### config.mk
export PLATFORM = sky130hd
export DESIGN_NAME = shadow_rom_decoder
export DESIGN_NICKNAME = d
export VERILOG_FILES = /design/src/rtl/shadow_dec_pkg.sv /design/src/rtl/shadow_kill_fsm.sv /design/src/rtl/shadow_blk_lookup.sv /design/src/rtl/shadow_router.sv /design/src/rtl/shadow_rom_decoder.sv
export SDC_FILE = /design/constraint.sdc
export NUM_CORES = 1
export LEC_CHECK = 0
export BUFFER_PORTS_ARGS = -buffer_cell sky130_fd_sc_hd__buf_2
export CAP_MARGIN = 40
export CORE_AREA = 2 2 39 41
export CTS_CLUSTER_DIAMETER = 60
export DETAILED_ROUTE_END_ITERATION = 10
export DIE_AREA = 0 0 41 43
export GPL_TIMING_DRIVEN = 0
export PLACE_DENSITY = 0.83
export SLEW_MARGIN = 20
export SYNTH_ARGS = -nofsm -noshare
export SYNTH_HDL_FRONTEND = slang
export SYNTH_SLANG_ARGS = --single-unit
export TNS_END_PERCENT = 1
### constraint.sdc
create_clock -name clk -period 3.04 [get_ports clk]
set_input_delay 0.152 -clock clk [delete_from_list [all_inputs] [get_ports clk]]
set_output_delay 0.152 -clock clk [all_outputs]
set_load 0.01 [all_outputs]
### src/rtl/shadow_dec_pkg.sv
package shadow_dec_pkg;

    typedef enum logic [1:0] {
        BLK_EXTERNAL = 2'b00,
        BLK_ROM_ONLY = 2'b01,
        BLK_RAM_ONLY = 2'b10,
        BLK_SHADOW   = 2'b11
    } blk_mode_e;

    typedef enum logic {
        SHD_LIVE   = 1'b0,
        SHD_KILLED = 1'b1
    } shd_state_e;

    typedef enum logic [1:0] {
        ACC_IDLE  = 2'b00,
        ACC_READ  = 2'b01,
        ACC_WRITE = 2'b10
    } acc_kind_e;

    typedef struct packed {
        logic ram;
        logic rom;
        logic ext;
    } route_t;

endpackage

### src/rtl/shadow_kill_fsm.sv
module shadow_kill_fsm
    import shadow_dec_pkg::*;
(
    input  logic clk,
    input  logic rst_n,
    input  logic src_level,
    input  logic card_sel,
    input  logic par_kill,
    output logic killed
);

    shd_state_e state_q;
    shd_state_e state_d;

    // State register.
    always_ff @(posedge clk or negedge rst_n) begin
        if (!rst_n) begin
            state_q <= SHD_LIVE;
        end else begin
            state_q <= state_d;
        end
    end

    // Transitions.
    always_comb begin
        state_d = state_q;
        unique case (state_q)
            SHD_LIVE: begin
                if (src_level) begin
                    if (par_kill) state_d = SHD_KILLED;
                end else begin
                    if (card_sel) state_d = SHD_KILLED;
                end
            end
            SHD_KILLED: begin
                if (src_level && !par_kill) state_d = SHD_LIVE;
            end
            default: state_d = SHD_LIVE;
        endcase
    end

    // Output.
    always_comb begin
        killed = (state_q == SHD_KILLED);
    end

endmodule

### src/rtl/shadow_blk_lookup.sv
module shadow_blk_lookup
    import shadow_dec_pkg::*;
#(
    parameter int ADDR_W  = 16,
    parameter int BLK_CNT = 8
) (
    input  logic [ADDR_W-1:0]    addr,
    input  logic [2*BLK_CNT-1:0] cfg,
    output blk_mode_e            mode
);

    localparam int BLK_W = $clog2(BLK_CNT);

    blk_mode_e modes [BLK_CNT];

    for (genvar g = 0; g < BLK_CNT; g++) begin : g_unpack
        assign modes[g] = blk_mode_e'(cfg[2*g +: 2]);
    end

    logic [BLK_W-1:0] idx;

    always_comb begin
        idx  = addr[ADDR_W-1 -: BLK_W];
        mode = modes[idx];
    end

endmodule

### src/rtl/shadow_router.sv
module shadow_router
    import shadow_dec_pkg::*;
(
    input  blk_mode_e mode,
    input  acc_kind_e kind,
    input  logic      killed,
    output route_t    route
);

    always_comb begin
        route = '0;
        if (kind != ACC_IDLE) begin
            unique case (mode)
                BLK_EXTERNAL: route.ext = 1'b1;
                BLK_RAM_ONLY: route.ram = 1'b1;
                BLK_ROM_ONLY: begin
                    if (kind == ACC_READ) route.rom = 1'b1;
                    else                  route.ram = 1'b1;
                end
                BLK_SHADOW: begin
                    if (kind == ACC_READ && !killed) route.rom = 1'b1;
                    else                             route.ram = 1'b1;
                end
                default: route = '0;
            endcase
        end
    end

endmodule

### src/rtl/shadow_rom_decoder.sv
module shadow_rom_decoder
    import shadow_dec_pkg::*;
#(
    parameter int ADDR_W  = 16,
    parameter int BLK_CNT = 8,
    parameter int ROM_AW  = 15
) (
    input  logic                 clk,
    input  logic                 rst_n,
    input  logic [ADDR_W-1:0]    addr,
    input  logic                 rd,
    input  logic                 wr,
    input  logic [2*BLK_CNT-1:0] blk_mode_cfg,
    input  logic                 kill_src_sel,
    input  logic                 card_sel,
    input  logic                 par_kill,
    output logic                 ram_sel,
    output logic                 rom_sel,
    output logic                 ext_acc,
    output logic [ROM_AW-1:0]    rom_addr
);

    blk_mode_e mode;
    acc_kind_e kind;
    route_t    route;
    logic      killed;

    shadow_kill_fsm u_kill (
        .clk       (clk),
        .rst_n     (rst_n),
        .src_level (kill_src_sel),
        .card_sel  (card_sel),
        .par_kill  (par_kill),
        .killed    (killed)
    );

    shadow_blk_lookup #(
        .ADDR_W  (ADDR_W),
        .BLK_CNT (BLK_CNT)
    ) u_lookup (
        .addr (addr),
        .cfg  (blk_mode_cfg),
        .mode (mode)
    );

    // A read strobe wins when both strobes are high.
    always_comb begin
        if (rd)      kind = ACC_READ;
        else if (wr) kind = ACC_WRITE;
        else         kind = ACC_IDLE;
    end

    shadow_router u_route (
        .mode   (mode),
        .kind   (kind),
        .killed (killed),
        .route  (route)
    );

    always_comb begin
        ram_sel  = route.ram;
        rom_sel  = route.rom;
        ext_acc  = route.ext;
        rom_addr = addr[ROM_AW-1:0];
    end

endmodule

==> impl_metrics.csv <==
group,metric,value,unit
drt,drt-wirelength-per-cell,10.01,um
worst_setup_path,cpPeakStageDelay,0.61,ns
logic_synthesis,synth_fp_nets,73,
worst_setup_path,path_buf_inv,2,
layout,final_common_cell,"buf_2",
logic_synthesis,synthMuxAreaShare,0.4181,
layout,drive_gt1_frac,0.8077,
drt,routed_via_density,4.138,
hold_path,whs_path_depth,3,
logic_synthesis,yosys_register_bits,1,
layout,syn2layout_area_growth,68.29,%
clock_tree,clock_latency,0,ns
logic_synthesis,seq_area_frac_synth,0.06969,
logic_synthesis,netlist_top_cells_area,"buf_4 (31%), mux4_1 (29%), mux2i_4 (13%)",
logic_synthesis,synth_top_cell_by_area,"buf_4",
global_routing,overflow,0,
worst_setup_path,reg2reg_depth,2,
drt,drtPass1Iterations,2,
floorplanning,dieArea,1763,sq um
logic_synthesis,synth_compound_gate_area_share,0.03484,
sta,grt_setup_unrepaired,"false",
floorplanning,die_width,41,um
layout,num-nets-final,119,
worst_setup_path,rrSetupSlack,2.37,ns
sta,tns,0,ns
logic_synthesis,syn_inst,34,
floorplanning,floorplan.die.height,43,um
pwr,power.leakage,0.0003404,uW
floorplanning,initial_utilization,0.2595,
pwr,ir_worst_vdd,0.08734,mV
sta,worst_pin_slew,0.2307,ns
placed_design,place.port_buffers,43,
worst_setup_path,end_kind,"output port",
drt,drc,0,
logic_synthesis,ys_warn_count,0,
worst_setup_path,critPathCapture,"rom_sel",
sta,period_share,0.5420,
sta,finalSetupViolCount,0,
logic_synthesis,avgSynthCellArea,10.56,sq um
layout,n_antenna_cell,0,
clock_tree,cts-resized-gates,0,
floorplanning,coreArea,1384,sq um
sta,report.final.slew_viol_count,0,
drt,drt_iter0_drc,1,
worst_setup_path,cpMostUsedCell,"buf_2",
placed_design,hpwl,882.9,um
global_routing,grt_pass1_wl,1345,um
worst_setup_path,crit_start,"addr[13]",
drt,dr_total_vias,389,
sta,max_slew_margin,0.8459,
global_routing,globalRouteTotalUtil,0.1031,
worst_setup_path,cp_max_fo,5,
layout,final_cell_mix,"buf_2 (43), buf_4 (15), mux4_1 (4)",
pwr,powerDensity,171.6,nW/um^2
hold_path,hold_path.class,"in2reg",
floorplanning,io_pins,57,
logic_synthesis,synthAdderAreaFrac,0,
logic_synthesis,syn_area,359.1,sq um
sta,layout_min_cycle_time,1.648,ns
worst_setup_path,crit_chain,"buf_2, mux4_1, mux2i_4, nor2_2, nor3b_2, buf_2",
drt,wirelength,941,um
global_routing,grt_pass1_vias,339,
sta,fmax,606.9,MHz
worst_setup_path,start_kind,"input port",
worst_setup_path,crit_required,2.89,ns
hold_path,holdCritStartpoint,"par_kill",
logic_synthesis,ys_types,13,
pwr,total_power,103.7,uW
worst_setup_path,worstReg2RegEnd,"u_kill.killed",
global_routing,grt_start_max_net_pins,6,
global_routing,grt_antenna_before_repair,0,
worst_setup_path,cp_top_family,"multiplexers",
clock_tree,clk_pin_slew,0,ns
layout,largest_register_ffs,1,
run_status,status,"complete, no violations",
logic_synthesis,synth_top_area_frac,0.3136,
logic_synthesis,synth-xor-area-share,0,
placed_design,place.gp.congestion,0.7448,
worst_setup_path,rr_startpoint,"u_kill.killed",
worst_setup_path,critPathKind,"in2out",
floorplanning,num_rows,14,
sta,hold_violations,0,
worst_setup_path,arrival,1.50,ns
sta,skew,0,ns
worst_setup_path,cp_num_cells,6,
flow_run,maxCapViolations,0,
logic_synthesis,synth_top_family_by_area,"multiplexers",
worst_setup_path,crit_path_top_delay_cell,"mux4_1",
logic_synthesis,synthSimpleGateAreaFrac,0.1533,
drt,ant_nets,0,
==> final cells by class <==
cell class / instances / area, sq um
tap: 16 / 20.02
sequential: 1 / 25.02
buffer: 15 / 112.6
multi-input combinational: 17 / 217.7
fill: 146 / 779.5
timing repair buffer: 44 / 225.2
inverter: 1 / 3.754
==> power breakdown <==
part           internal, uW  switching [uW]  total [uW]  leakage [uW]
registers              14.7           0.824        15.5     0.0000115
clock network             0               0           0             0
logic                  53.3            34.9        88.2      0.000329
==> stage by stage <==
step	cells	area, sq um	setup WS [ns]	hold WS, ns	utilization
floorplan	34	359.1	1.705	-0.1436	-
global placement	93	594.3	1.430	-0.07190	0.4295
detailed placement	93	594.3	1.391	-0.07207	0.4295
CTS	94	604.3	1.388	0.3617	0.4367
global route	94	604.3	1.341	0.3855	0.4367
finish	94	604.3	1.392	0.3626	0.4367
==> worst min-delay path by stage <==
| stage | to | slack [ns] |
|---|---|---|
| final | u_kill.killed | 0.36 |
| after global routing | u_kill.killed | 0.39 |
| after CTS | u_kill.killed | 0.36 |
| after detailed placement | u_kill.killed | -0.07 |
| after global placement | u_kill.killed | -0.07 |
| after floorplan | u_kill.killed | -0.14 |
==> tightest hold or removal path: stages <==
cell and delay (ns):
buf_2 0.07, nand2_1 0.03, o21ai_0 0.06
==> metal layers <==
metal	part of all wire	vias up	GRT usage
li1	-	198	-
met1	0.32	165	0.1349
met4	0	0	0
met2	0.58	26	0.1906
met3	0.098	0	0
met5	0	-	0
==> repair_timing <==
item | CTS | global route
hold buffers | 1 | 0
hold endpoints to repair | 1 | 0
setup buffers | 0 | 0
==> cell usage after synthesis <==
master / count
o21a_1: 1
nor3_2: 1
mux4_1: 4
nor2_1: 3
dfrtp_1: 1
nor3b_1: 1
inv_1: 1
buf_4: 15
mux2i_4: 2
o21ai_0: 1
nor3b_2: 1
nand2_1: 2
nor2_2: 1
==> cells by family (layout without fill, tap and decap cells) <==
| family | Yosys count | count (layout) |
|---|---|---|
| DFF | 1 | 1 |
| muxes | 6 | 6 |
| and+or+nand+nor | 9 | 9 |
| buffers and inverters | 16 | 60 |
| AOI/OAI and AO/OA | 2 | 2 |
Power figures use the tool's default switching activity.
